==> config.mk <==
export PLATFORM = sky130hd
export DESIGN_NAME = irq_ctrl
export DESIGN_NICKNAME = d
export VERILOG_FILES = /design/src/rtl/irq_ctrl_pkg.sv /design/src/rtl/irq_ctrl_regs.sv /design/src/rtl/irq_ctrl_nmi.sv /design/src/rtl/irq_ctrl_arb.sv /design/src/rtl/irq_ctrl.sv
export SDC_FILE = /design/constraint.sdc
export NUM_CORES = 1
export LEC_CHECK = 0
export ABC_AREA = 0
export ABC_CLOCK_PERIOD_IN_PS = 71000
export BUFFER_PORTS_ARGS = -buffer_cell sky130_fd_sc_hd__buf_2
export CAP_MARGIN = 20
export CORE_ASPECT_RATIO = 1.25
export CORE_MARGIN = 2
export CORE_UTILIZATION = 50
export DETAILED_ROUTE_END_ITERATION = 10
export PLACE_DENSITY = 0.75
export SYNTH_ARGS = -nofsm -noshare
export SYNTH_HDL_FRONTEND = slang
export SYNTH_HIERARCHICAL = 1
export SYNTH_SLANG_ARGS = --single-unit
==> constraint.sdc <==
create_clock -name clk_i -period 71 [get_ports clk_i]
set_input_delay 14.2 -clock clk_i [delete_from_list [all_inputs] [get_ports clk_i]]
set_output_delay 14.2 -clock clk_i [all_outputs]
set_load 0.02 [all_outputs]
==> src/rtl/irq_ctrl_pkg.sv <==
package irq_ctrl_pkg;
  localparam int LVL_W  = 3;
  localparam int WORD_W = 16;
  localparam int CTRL_W = 8;
  localparam logic [1:0] MODE_LEVEL = 2'b10;
  localparam logic [LVL_W-1:0] LVL_MAX = '1;
endpackage

==> src/rtl/irq_ctrl_regs.sv <==
module irq_ctrl_regs
  import irq_ctrl_pkg::*;
#(
  parameter int NUM_REGS = 11,
  parameter int ADDR_W   = 4
) (
  input  logic                       clk_i,
  input  logic                       rst_ni,
  input  logic                       we_i,
  input  logic [ADDR_W-1:0]          addr_i,
  input  logic [WORD_W-1:0]          wdata_i,
  output logic [WORD_W-1:0]          rdata_o,
  output logic [NUM_REGS*WORD_W-1:0] prio_o,
  output logic [CTRL_W-1:0]          ctrl_o
);
  localparam int CTRL_ADDR = NUM_REGS;

  logic [WORD_W-1:0] prio_q [NUM_REGS];
  logic [CTRL_W-1:0] ctrl_q;

  always_ff @(posedge clk_i or negedge rst_ni) begin
    if (!rst_ni) begin
      for (int r = 0; r < NUM_REGS; r++) prio_q[r] <= '0;
      ctrl_q <= '0;
    end else if (we_i) begin
      for (int r = 0; r < NUM_REGS; r++)
        if (addr_i == ADDR_W'(r)) prio_q[r] <= wdata_i;
      if (addr_i == ADDR_W'(CTRL_ADDR)) ctrl_q <= wdata_i[CTRL_W-1:0];
    end
  end

  always_comb begin
    rdata_o = '0;
    for (int r = 0; r < NUM_REGS; r++)
      if (addr_i == ADDR_W'(r)) rdata_o = prio_q[r];
    if (addr_i == ADDR_W'(CTRL_ADDR)) rdata_o = {{(WORD_W-CTRL_W){1'b0}}, ctrl_q};
  end

  for (genvar g = 0; g < NUM_REGS; g++) begin : g_flat
    assign prio_o[g*WORD_W +: WORD_W] = prio_q[g];
  end

  assign ctrl_o = ctrl_q;
endmodule

==> src/rtl/irq_ctrl_nmi.sv <==
module irq_ctrl_nmi (
  input  logic clk_i,
  input  logic rst_ni,
  input  logic pin_i,
  input  logic rise_sel_i,
  input  logic ack_i,
  output logic pend_o
);
  logic sync1_q, sync2_q, prev_q, pend_q, evt;

  // rise_sel_i=1: rising edge; 0: falling edge
  assign evt = rise_sel_i ? (sync2_q & ~prev_q) : (~sync2_q & prev_q);

  always_ff @(posedge clk_i or negedge rst_ni) begin
    if (!rst_ni) begin
      sync1_q <= 1'b0;
      sync2_q <= 1'b0;
      prev_q  <= 1'b0;
      pend_q  <= 1'b0;
    end else begin
      sync1_q <= pin_i;
      sync2_q <= sync1_q;
      prev_q  <= sync2_q;
      if (evt)        pend_q <= 1'b1;  // a new edge beats a same-cycle ack
      else if (ack_i) pend_q <= 1'b0;
    end
  end

  assign pend_o = pend_q;
endmodule

==> src/rtl/irq_ctrl_arb.sv <==
module irq_ctrl_arb
  import irq_ctrl_pkg::*;
#(
  parameter int NUM_SRC  = 44,
  parameter int NUM_REGS = 11,
  parameter int SRC_W    = 6
) (
  input  logic [NUM_SRC-1:0]         src_i,
  input  logic [NUM_REGS*WORD_W-1:0] prio_i,
  input  logic                       mode_lvl_i,
  input  logic                       gmask_i,
  input  logic [LVL_W-1:0]           lmask_i,
  output logic                       hit_o,
  output logic [SRC_W-1:0]           id_o,
  output logic [LVL_W-1:0]           lvl_o
);
  logic [NUM_SRC-1:0][LVL_W-1:0] lvl;
  logic [NUM_SRC-1:0][LVL_W-1:0] key;
  logic [NUM_SRC-1:0]            acc;

  for (genvar i = 0; i < NUM_SRC; i++) begin : g_src
    assign lvl[i] = prio_i[(i/4)*WORD_W + (i%4)*4 +: LVL_W];
    assign acc[i] = src_i[i] &
                    (mode_lvl_i ? ((lvl[i] > lmask_i) | (lvl[i] == LVL_MAX)) : ~gmask_i);
    assign key[i] = mode_lvl_i ? lvl[i] : '0;
  end

  // strict compare keeps the lowest index on ties
  always_comb begin
    logic [LVL_W-1:0] best_key;
    hit_o    = 1'b0;
    id_o     = '0;
    lvl_o    = '0;
    best_key = '0;
    for (int i = 0; i < NUM_SRC; i++) begin
      if (acc[i] && (!hit_o || key[i] > best_key)) begin
        hit_o    = 1'b1;
        id_o     = SRC_W'(i);
        lvl_o    = lvl[i];
        best_key = key[i];
      end
    end
  end
endmodule

==> src/rtl/irq_ctrl.sv <==
module irq_ctrl
  import irq_ctrl_pkg::*;
#(
  parameter int NUM_SRC = 44,
  parameter int ADDR_W  = 4,
  localparam int SRC_W  = (NUM_SRC > 1) ? $clog2(NUM_SRC) : 1
) (
  input  logic               clk_i,
  input  logic               rst_ni,
  input  logic               bus_we_i,
  input  logic [ADDR_W-1:0]  bus_addr_i,
  input  logic [15:0]        bus_wdata_i,
  output logic [15:0]        bus_rdata_o,
  input  logic [NUM_SRC-1:0] src_i,
  input  logic               nmi_i,
  input  logic               nmi_ack_i,
  input  logic               cpu_imask_i,
  input  logic [2:0]         cpu_ilvl_i,
  output logic               irq_o,
  output logic               irq_nmi_o,
  output logic [SRC_W-1:0]   irq_id_o,
  output logic [2:0]         irq_lvl_o
);
  localparam int NUM_REGS = (NUM_SRC + 3) / 4;

  logic [NUM_REGS*WORD_W-1:0] prio_flat;
  logic [CTRL_W-1:0]          ctrl_q;
  logic                       nmi_pend;
  logic                       mode_lvl;
  logic                       hit;
  logic [SRC_W-1:0]           win_id;
  logic [LVL_W-1:0]           win_lvl;

  irq_ctrl_regs #(.NUM_REGS(NUM_REGS), .ADDR_W(ADDR_W)) u_regs (
    .clk_i   (clk_i),
    .rst_ni  (rst_ni),
    .we_i    (bus_we_i),
    .addr_i  (bus_addr_i),
    .wdata_i (bus_wdata_i),
    .rdata_o (bus_rdata_o),
    .prio_o  (prio_flat),
    .ctrl_o  (ctrl_q)
  );

  assign mode_lvl = (ctrl_q[1:0] == MODE_LEVEL);

  irq_ctrl_nmi u_nmi (
    .clk_i      (clk_i),
    .rst_ni     (rst_ni),
    .pin_i      (nmi_i),
    .rise_sel_i (ctrl_q[2]),
    .ack_i      (nmi_ack_i),
    .pend_o     (nmi_pend)
  );

  irq_ctrl_arb #(.NUM_SRC(NUM_SRC), .NUM_REGS(NUM_REGS), .SRC_W(SRC_W)) u_arb (
    .src_i      (src_i),
    .prio_i     (prio_flat),
    .mode_lvl_i (mode_lvl),
    .gmask_i    (cpu_imask_i),
    .lmask_i    (cpu_ilvl_i),
    .hit_o      (hit),
    .id_o       (win_id),
    .lvl_o      (win_lvl)
  );

  always_ff @(posedge clk_i or negedge rst_ni) begin
    if (!rst_ni) begin
      irq_o     <= 1'b0;
      irq_nmi_o <= 1'b0;
      irq_id_o  <= '0;
      irq_lvl_o <= '0;
    end else if (nmi_pend) begin
      irq_o     <= 1'b1;
      irq_nmi_o <= 1'b1;
      irq_id_o  <= '0;
      irq_lvl_o <= LVL_MAX;
    end else begin
      irq_o     <= hit;
      irq_nmi_o <= 1'b0;
      irq_id_o  <= hit ? win_id : '0;
      irq_lvl_o <= hit ? win_lvl : '0;
    end
  end
endmodule

# Yosys cells after proc, flatten, opt, wreduce, memory -nomap -nowiden
# Cells that the tools add are included.
totals:
  output_inout_bits: 27
  elab_cells: 682
  regBits: 199
op_classes:
  bitwise: 93
  n_lt_le_gt_ge: 87
  eq_ne: 56
  n_reduce_logical: 143
  n_mux: 283
op_table:
  columns: ["cell", "n"]
  rows:
  - ["$mux 3", 137]
  - ["$gt 3x3->1", 87]
  - ["$mux 16", 12]
  - ["$eq 3x3->1 const B", 44]
  - ["$mux 1", 94]
  - ["$mux 6", 14]
  - ["$mux 5", 16]
  - ["$and 1x1->1", 46]
  - ["$or 1x1->1", 44]
  - ["$logic_and 1x1->1", 43]
  - ["$logic_not 1->1", 43]
  - ["$logic_or 1x1->1", 43]
  - ["$mux 4", 8]
  - ["$reduce_and 2->1", 12]
  - ["$eq 4x3->1 const B", 4]
  - ["$eq 4x4->1 const B", 4]
  - ["$eq 4x2->1 const B", 2]
  - ["$eq 4x1->1 const B", 1]
  - ["$logic_not 4->1", 1]
  - ["$mux 2", 2]
  - ["$not 1->1", 3]
  - ["$eq 2x2->1 const B", 1]
  - ["$reduce_bool 2->1", 1]

# Logic depth before layout (Yosys ltp)
logic_depth:
  ltp_word: 179
  ltp_mapped: 441

# By module
# Netlist, hierarchy kept.
by_module_without_submodules:
  columns: ["module", "seq_area_each_um2", "area_per_inst_um2", "n_inst", "cells_per_inst"]
  rows:
  - ["irq_ctrl_arb", 0.0, 11715.0, 1, 1782]
  - ["irq_ctrl_regs", 4604.4, 8793.4, 1, 711]
  - ["irq_ctrl", 275.3, 366.6, 1, 22]
  - ["irq_ctrl_nmi", 100.1, 125.1, 1, 8]

# Least setup slack after synthesis
# OpenSTA, ideal clock, no wires.
synth_path:
  path_type: "input to register"
  start: "input cpu_ilvl_i[2]"
  end: "register irq_lvl_o[2]"
  stages: 401
  n_path_buf: 21
  t_arrival_ps: 80955
  setup_slack_ps: -10074
  required_time_ps: 70881
  setup_time_ps: 119
  cell_sequence: "inv_1 -> ha_1 -> a21oi_1 -> o21ai_0 -> a41oi_2 -> nor2_1 -> nand2_1 -> inv_1 -> ha_1 -> nor2b_1 -> o21ai_0 -> a32o_1 -> a21oi_1 -> a22o_1 -> nand2_1 -> ha_1 -> nor2b_1 -> o21ai_0 -> [... 365 more ...] -> ha_1 -> nor2b_1 -> o21a_1 -> o21ai_0 -> nand2_1 -> a22o_1 -> o22ai_1 -> nand2_1 -> ha_1 -> a21o_1 -> a21oi_1 -> a31oi_1 -> nor2_1 -> nor2_1 -> inv_1 -> nand2_1 -> o31a_1 -> a21o_2"
synth_between:
  elab_chain_cells: 179
  elab_cells_between_ends: 481
  classes_between: "order compare (87); mux (177); bitwise (88); reduce/logical (129)"
synth_rtl:
  columns: ["item", "line", "source"]
  rows:
  - ["from (decl)", "irq_ctrl.sv:18", "input logic [2:0] cpu_ilvl_i,"]
  - ["$gt 3x3->1", "irq_ctrl_arb.sv:24", "(mode_lvl_i ? ((lvl[i] > lmask_i) | (lvl[i] == LVL_MAX)) : ~gmask_i);"]
  - ["$or 1x1->1", "irq_ctrl_arb.sv:24", null]
  - ["$mux 1", "irq_ctrl_arb.sv:24", null]
  - ["$and 1x1->1", "irq_ctrl_arb.sv:23", "assign acc[i] = src_i[i] &"]
  - ["$mux 3 / $mux 1 (equally long branches)", "irq_ctrl_arb.sv:36", "if (acc[i] && (!hit_o || key[i] > best_key)) begin"]
  - ["$gt 3x3->1 / $logic_not 1->1 (equally long branches)", "irq_ctrl_arb.sv:36", null]
  - ["$logic_or 1x1->1", "irq_ctrl_arb.sv:36", null]
  - ["$logic_and 1x1->1", "irq_ctrl_arb.sv:36", null]
  - ["[... 164 more ...]", null, null]
  - ["$mux 3 / $mux 1 (equally long branches)", "irq_ctrl_arb.sv:36", null]
  - ["$gt 3x3->1 / $logic_not 1->1 (equally long branches)", "irq_ctrl_arb.sv:36", null]
  - ["$logic_or 1x1->1", "irq_ctrl_arb.sv:36", null]
  - ["$logic_and 1x1->1", "irq_ctrl_arb.sv:36", null]
  - ["$mux 3 *", "irq_ctrl_arb.sv:36", null]
  - ["via win_lvl[2]", "irq_ctrl.sv:32", "logic [LVL_W-1:0] win_lvl;"]
  - ["$mux 3 *", "irq_ctrl.sv:82", "irq_lvl_o <= hit ? win_lvl : '0;"]
  - ["$mux 3 *", "irq_ctrl.sv:73", "end else if (nmi_pend) begin"]
  - ["to (signal assigned)", "irq_ctrl.sv:82", null]
  - ["to (decl)", "irq_ctrl.sv:22", "output logic [2:0] irq_lvl_o"]
# The timed path passes the listed nets; every way through them passes the cells marked *.
# A chain may end at the register's enable or synchronous reset.

# Worst setup path in the final report
layout_path:
  start: "input cpu_ilvl_i[2]"
  end: "register irq_id_o[4]"
layout_between:
  elab_chain_cells: 179
  elab_cells_between_ends: 465
  classes_between: "order compare (87); mux (161); bitwise (88); reduce/logical (129)"
layout_rtl:
  columns: ["item", "line", "source"]
  rows:
  - ["$gt 3x3->1", "irq_ctrl_arb.sv:24", null]
  - ["$or 1x1->1", "irq_ctrl_arb.sv:24", null]
  - ["$mux 1", "irq_ctrl_arb.sv:24", null]
  - ["$and 1x1->1", "irq_ctrl_arb.sv:23", null]
  - ["$mux 3 / $mux 1 (equally long branches)", "irq_ctrl_arb.sv:36", null]
  - ["$gt 3x3->1 / $logic_not 1->1 (equally long branches)", "irq_ctrl_arb.sv:36", null]
  - ["$logic_or 1x1->1", "irq_ctrl_arb.sv:36", null]
  - ["$logic_and 1x1->1", "irq_ctrl_arb.sv:36", null]
  - ["[... 164 more ...]", null, null]
  - ["$mux 3 / $mux 1 (equally long branches)", "irq_ctrl_arb.sv:36", null]
  - ["$gt 3x3->1 / $logic_not 1->1 (equally long branches)", "irq_ctrl_arb.sv:36", null]
  - ["$logic_or 1x1->1", "irq_ctrl_arb.sv:36", null]
  - ["$logic_and 1x1->1", "irq_ctrl_arb.sv:36", null]
  - ["$mux 6 *", "irq_ctrl_arb.sv:36", null]
  - ["via win_id[4]", "irq_ctrl.sv:31", "logic [SRC_W-1:0] win_id;"]
  - ["$mux 6 *", "irq_ctrl.sv:81", "irq_id_o <= hit ? win_id : '0;"]
  - ["$mux 6 *", "irq_ctrl.sv:73", null]
  - ["to (signal assigned)", "irq_ctrl.sv:81", null]
  - ["to (decl)", "irq_ctrl.sv:21", "output logic [SRC_W-1:0] irq_id_o,"]
# Marks and branches as above.

==> summary.md <==
| Metric | Value |
|---|---|
| Post-synth ARST share | 100% |
| Worst r2r dst | irq_id_o[4] |
| Worst-margin pin slew | 1.21 ns |
| Hold WC Path Type | reg2reg |
| Seq/Total Area, Yosys | 23.7% |
| Reg2reg setup slack | 5.23 ns |
| Sequential cell area | 4980 um^2 |
| Post-synth EDFFs | 0 |
| Fillcell total | 3091 |
| Worst path most repeated cell | ha_4 |
| Pwr/cell area | 59.6 nW/um^2 |
| Place WS | -7.73 ns |
| Synth area leaders | dfrtp_1 24%, ha_1 13%, mux2_2 11%, nand2_1 5.0%, o21ai_0 4.0% |
| Initial DRC Count | 2497 |
| Tot GR Track Use | 37.5% |
| Gate power share | 82.7% |
| Int Power | 908 uW |
| Synth Cell Area | 21000 um^2 |
| CTS Sinks | 199 |
| Total number of vias | 23800 |
| Die area | 43700 um^2 |
| Routed Antenna Nets | 0 |
| Failing checks | setup timing |
| Startpoint types | input port |
| Post-layout util | 68.7% |
| Setup TNS | -64.06 ns |
| CTS buffer count | 17 |
| Met3 WL post-DR | 7.25 mm |
| FMAX | 12.8 MHz |
| CTS tree | yes |
| Minimum clock period | 78.19 ns |
| Register share of total power | 11.6% |
| CTS clk-pin slew, worst paths | 0.08 ns |
| Top FF cell, synth | dfrtp_1 |
| CP Capture Type | register |
| Final hold vios | 0 |
| WL met2 | 41.1 mm |
| Post-Place Cells | 3352 |
| Clock network power share | 5.7% |
| Leak pwr | 12.9 nW |
| R2R cell count | 395 |
| Setup violators final | 9 |
| Core Box Area | 41200 um^2 |
| Yosys cell types | 112 |
| Worst slew margin | 18.5% |
| Fraction of layout cells with a size suffix above 1 | 41.4% |
| Synth-to-layout area growth | 34.8% |
| Crit-path max FO | 7 |
| CP peak stage delay | 0.44 ns |
| GPL Wtd Cong | 0.992 |
| Drt total wl | 87.4 mm |
| Vias in the first global route | 23300 |
| CP delay by family, top | compound AO/OA/AOI/OAI gates |
| Clock root buffer | clkbuf_16 |
| Fin nets | 3305 |
| Top-area cell type share of the netlist area | 23.7% |
| CP arrival | 78.57 ns |
| # rows | 83 |
| Post-DP HPWL | 59.6 mm |
| Final slew viol count | 0 |
| Reg2Reg Launch Point | u_regs/ctrl_o[0] |
| Setup Crit Path Kind | in2reg |
| Worst vdd ir | 53.3 uV |
| Fin cells | 3573 |
| Total grt overflow | 0 |
| # DRC | 0 |
| Clock Latency Late Sink | 0.45 ns |
| Syn Area/Cell | 8.32 um^2 |
| Critical path launch point | cpu_ilvl_i[2] |
| RSZ-0062 raised after global routing | true |
| Post-CTS Hold Fix Bufs | 0 |
| Area of the multi-input gates | 17300 um^2 |
| Max Cap Viol | 0 |
| Ys Warns | 6 |
| WP data required | 71.38 ns |
| Post-route clock skew | 0.0171 ns |
| Critical path depth in cells | 396 |
| Switching part of the total | 46.1% |
| Port-buffer cells | 99 |
| Vias per cell | 6.67 |
| Initial core utilization | 50.9% |
| Detailed Routing Iterations Pass 1 | 8 |
| Top routing layer used | met5 |
| Bufs and invs on worst path | 29 |
| Slowest-stage cell, CP | a2111oi_1 |
| Total I/O pin count | 100 |
| First-pass GRT wire length | 128 mm |
| Post-synth top area cell | dfrtp_1 |
| Metal-1 WL | 30.7 mm |
| Initial antenna violation count | 2 |
| Die X-Extent | 187 um |
| Switching power | 778 uW |
| Outcome | complete, but fails checks |
| Post-synthesis register bit count | 199 |
| Wirelength per Cell | 24.5 um |
| Clock tree buffer depth | 2 |
| Post-Synthesis Cells | 2523 |
| Die Y | 233 um |
| Largest net degree at the start of global routing | 129 |
| Syn_nets | 2822 |
| CP Capture Point | irq_id_o[4] |
| Worst setup margin | -7.19 ns |
| Fin crit share | 110% |
| H-tree lvl count | 4 |
==> cell type report <==
cell class                      count  area share [%]
Inverter                          141            1.90
Antenna cell                        2          0.0177
Multi-Input combinational cell   2063            61.0
Clock inverter                     14           0.539
Clock buffer                       18            1.52
Sequential cell                   199            17.6
Timing Repair Buffer              584            15.0
Tap cell                          552            2.44
==> power groups by stage <==
stage	sequential [mW]	clock [mW]	combinational, mW
final	0.195	0.0960	1.39
after global routing	0.197	0.101	1.47
after CTS	0.191	0.0961	1.20
after detailed placement	0.193	0	0.976
after global placement	0.192	0	0.948
after floorplan	0.170	0	0.627
==> flip-flops by register name, indices dropped and copies added (netlist names), 3 cells and up <==
name	cells
irq_id_o	6
irq_lvl_o	3
u_regs/ctrl_o	8
u_regs/prio_o	176
==> through the flow <==
stage | hold slack [ns] | total power, mW | area [um^2]
6_report | 0.360 | 1.69 | 28300
5_1_grt | 0.371 | 1.77 | 28300
4_1_cts | 0.359 | 1.49 | 27100
3_5_place_dp | 0.341 | 1.17 | 24600
3_3_place_gp | 0.346 | 1.14 | 24600
2_1_floorplan | 0.331 | 0.797 | 21900
==> cell families (layout without fill, tap and decap cells) <==
logic type / after synthesis / after routing / synth area share, %
DFF: 199 / 199 / 23.7
muxes: 234 / 234 / 12.7
AOI/OAI and AO/OA: 746 / 746 / 24.2
other: 0 / 2 / 0
adders and majority gates: 230 / 230 / 13.7
and+or+nand+nor: 853 / 853 / 20.5
buffers and inverters: 261 / 757 / 5.21
==> worst register-to-register path, delay by kind of cell, from the launching register on <==
kind	cells	cell delay, ns
simple gates	140	17.87
fa+ha+maj	44	12.22
mux	14	4.07
buf+inv	28	4.21
compound gates	169	26.89
flops	1	0.42
==> placed cells by master (no fill, tap or decap), types with 88 or more instances in the layout <==
| master | count |
|---|---|
| nor2_1 | 105 |
| a21oi_1 | 88 |
| buf_2 | 96 |
| inv_1 | 126 |
| mux2_2 | 190 |
| nand3_1 | 96 |
| nand2_1 | 235 |
| buf_4 | 459 |
| dfrtp_1 | 199 |
| ha_1 | 181 |
| o21ai_0 | 114 |
==> worst min path at each step <==
stage	slack [ns]	start	endpoint	cells after the start
global route	0.37	u_nmi/sync1_q	u_nmi/sync2_q	0
detailed placement	0.34	u_nmi/sync1_q	u_nmi/sync2_q	0
global placement	0.35	u_nmi/sync1_q	u_nmi/sync2_q	0
floorplan	0.33	u_nmi/sync1_q	u_nmi/sync2_q	0
CTS	0.36	u_nmi/sync1_q	u_nmi/sync2_q	0
finish	0.36	u_nmi/sync1_q	u_nmi/sync2_q	0
==> synthesized netlist by cell type (53+ instances only) <==
master and number:
a31oi_1 53, mux2_2 203, o21ai_0 169, clkbuf_1 67, and2_1 67, nand2_1 279, nor2b_1 77, ha_1 226
a21oi_1 142, nor2_1 134, nand3_1 106, dfrtp_1 199, inv_1 139
==> metal layers <==
| metal | up-vias | GRT usage, % |
|---|---|---|
| met5 | - | 0 |
| met4 | 2 | 31.9 |
| met3 | 556 | 6.08 |
| met2 | 1537 | 64.6 |
| met1 | 11400 | 40.5 |
| li1 | 10300 | - |
==> repair_timing <==
action | in CTS | in global routing
gates resized for setup | 167 | 181
setup endpoints to repair | 9 | 9
buffers inserted | 150 | 40
pin swaps | 213 | 212
Note: power is estimated with default switching activity, not from simulation.
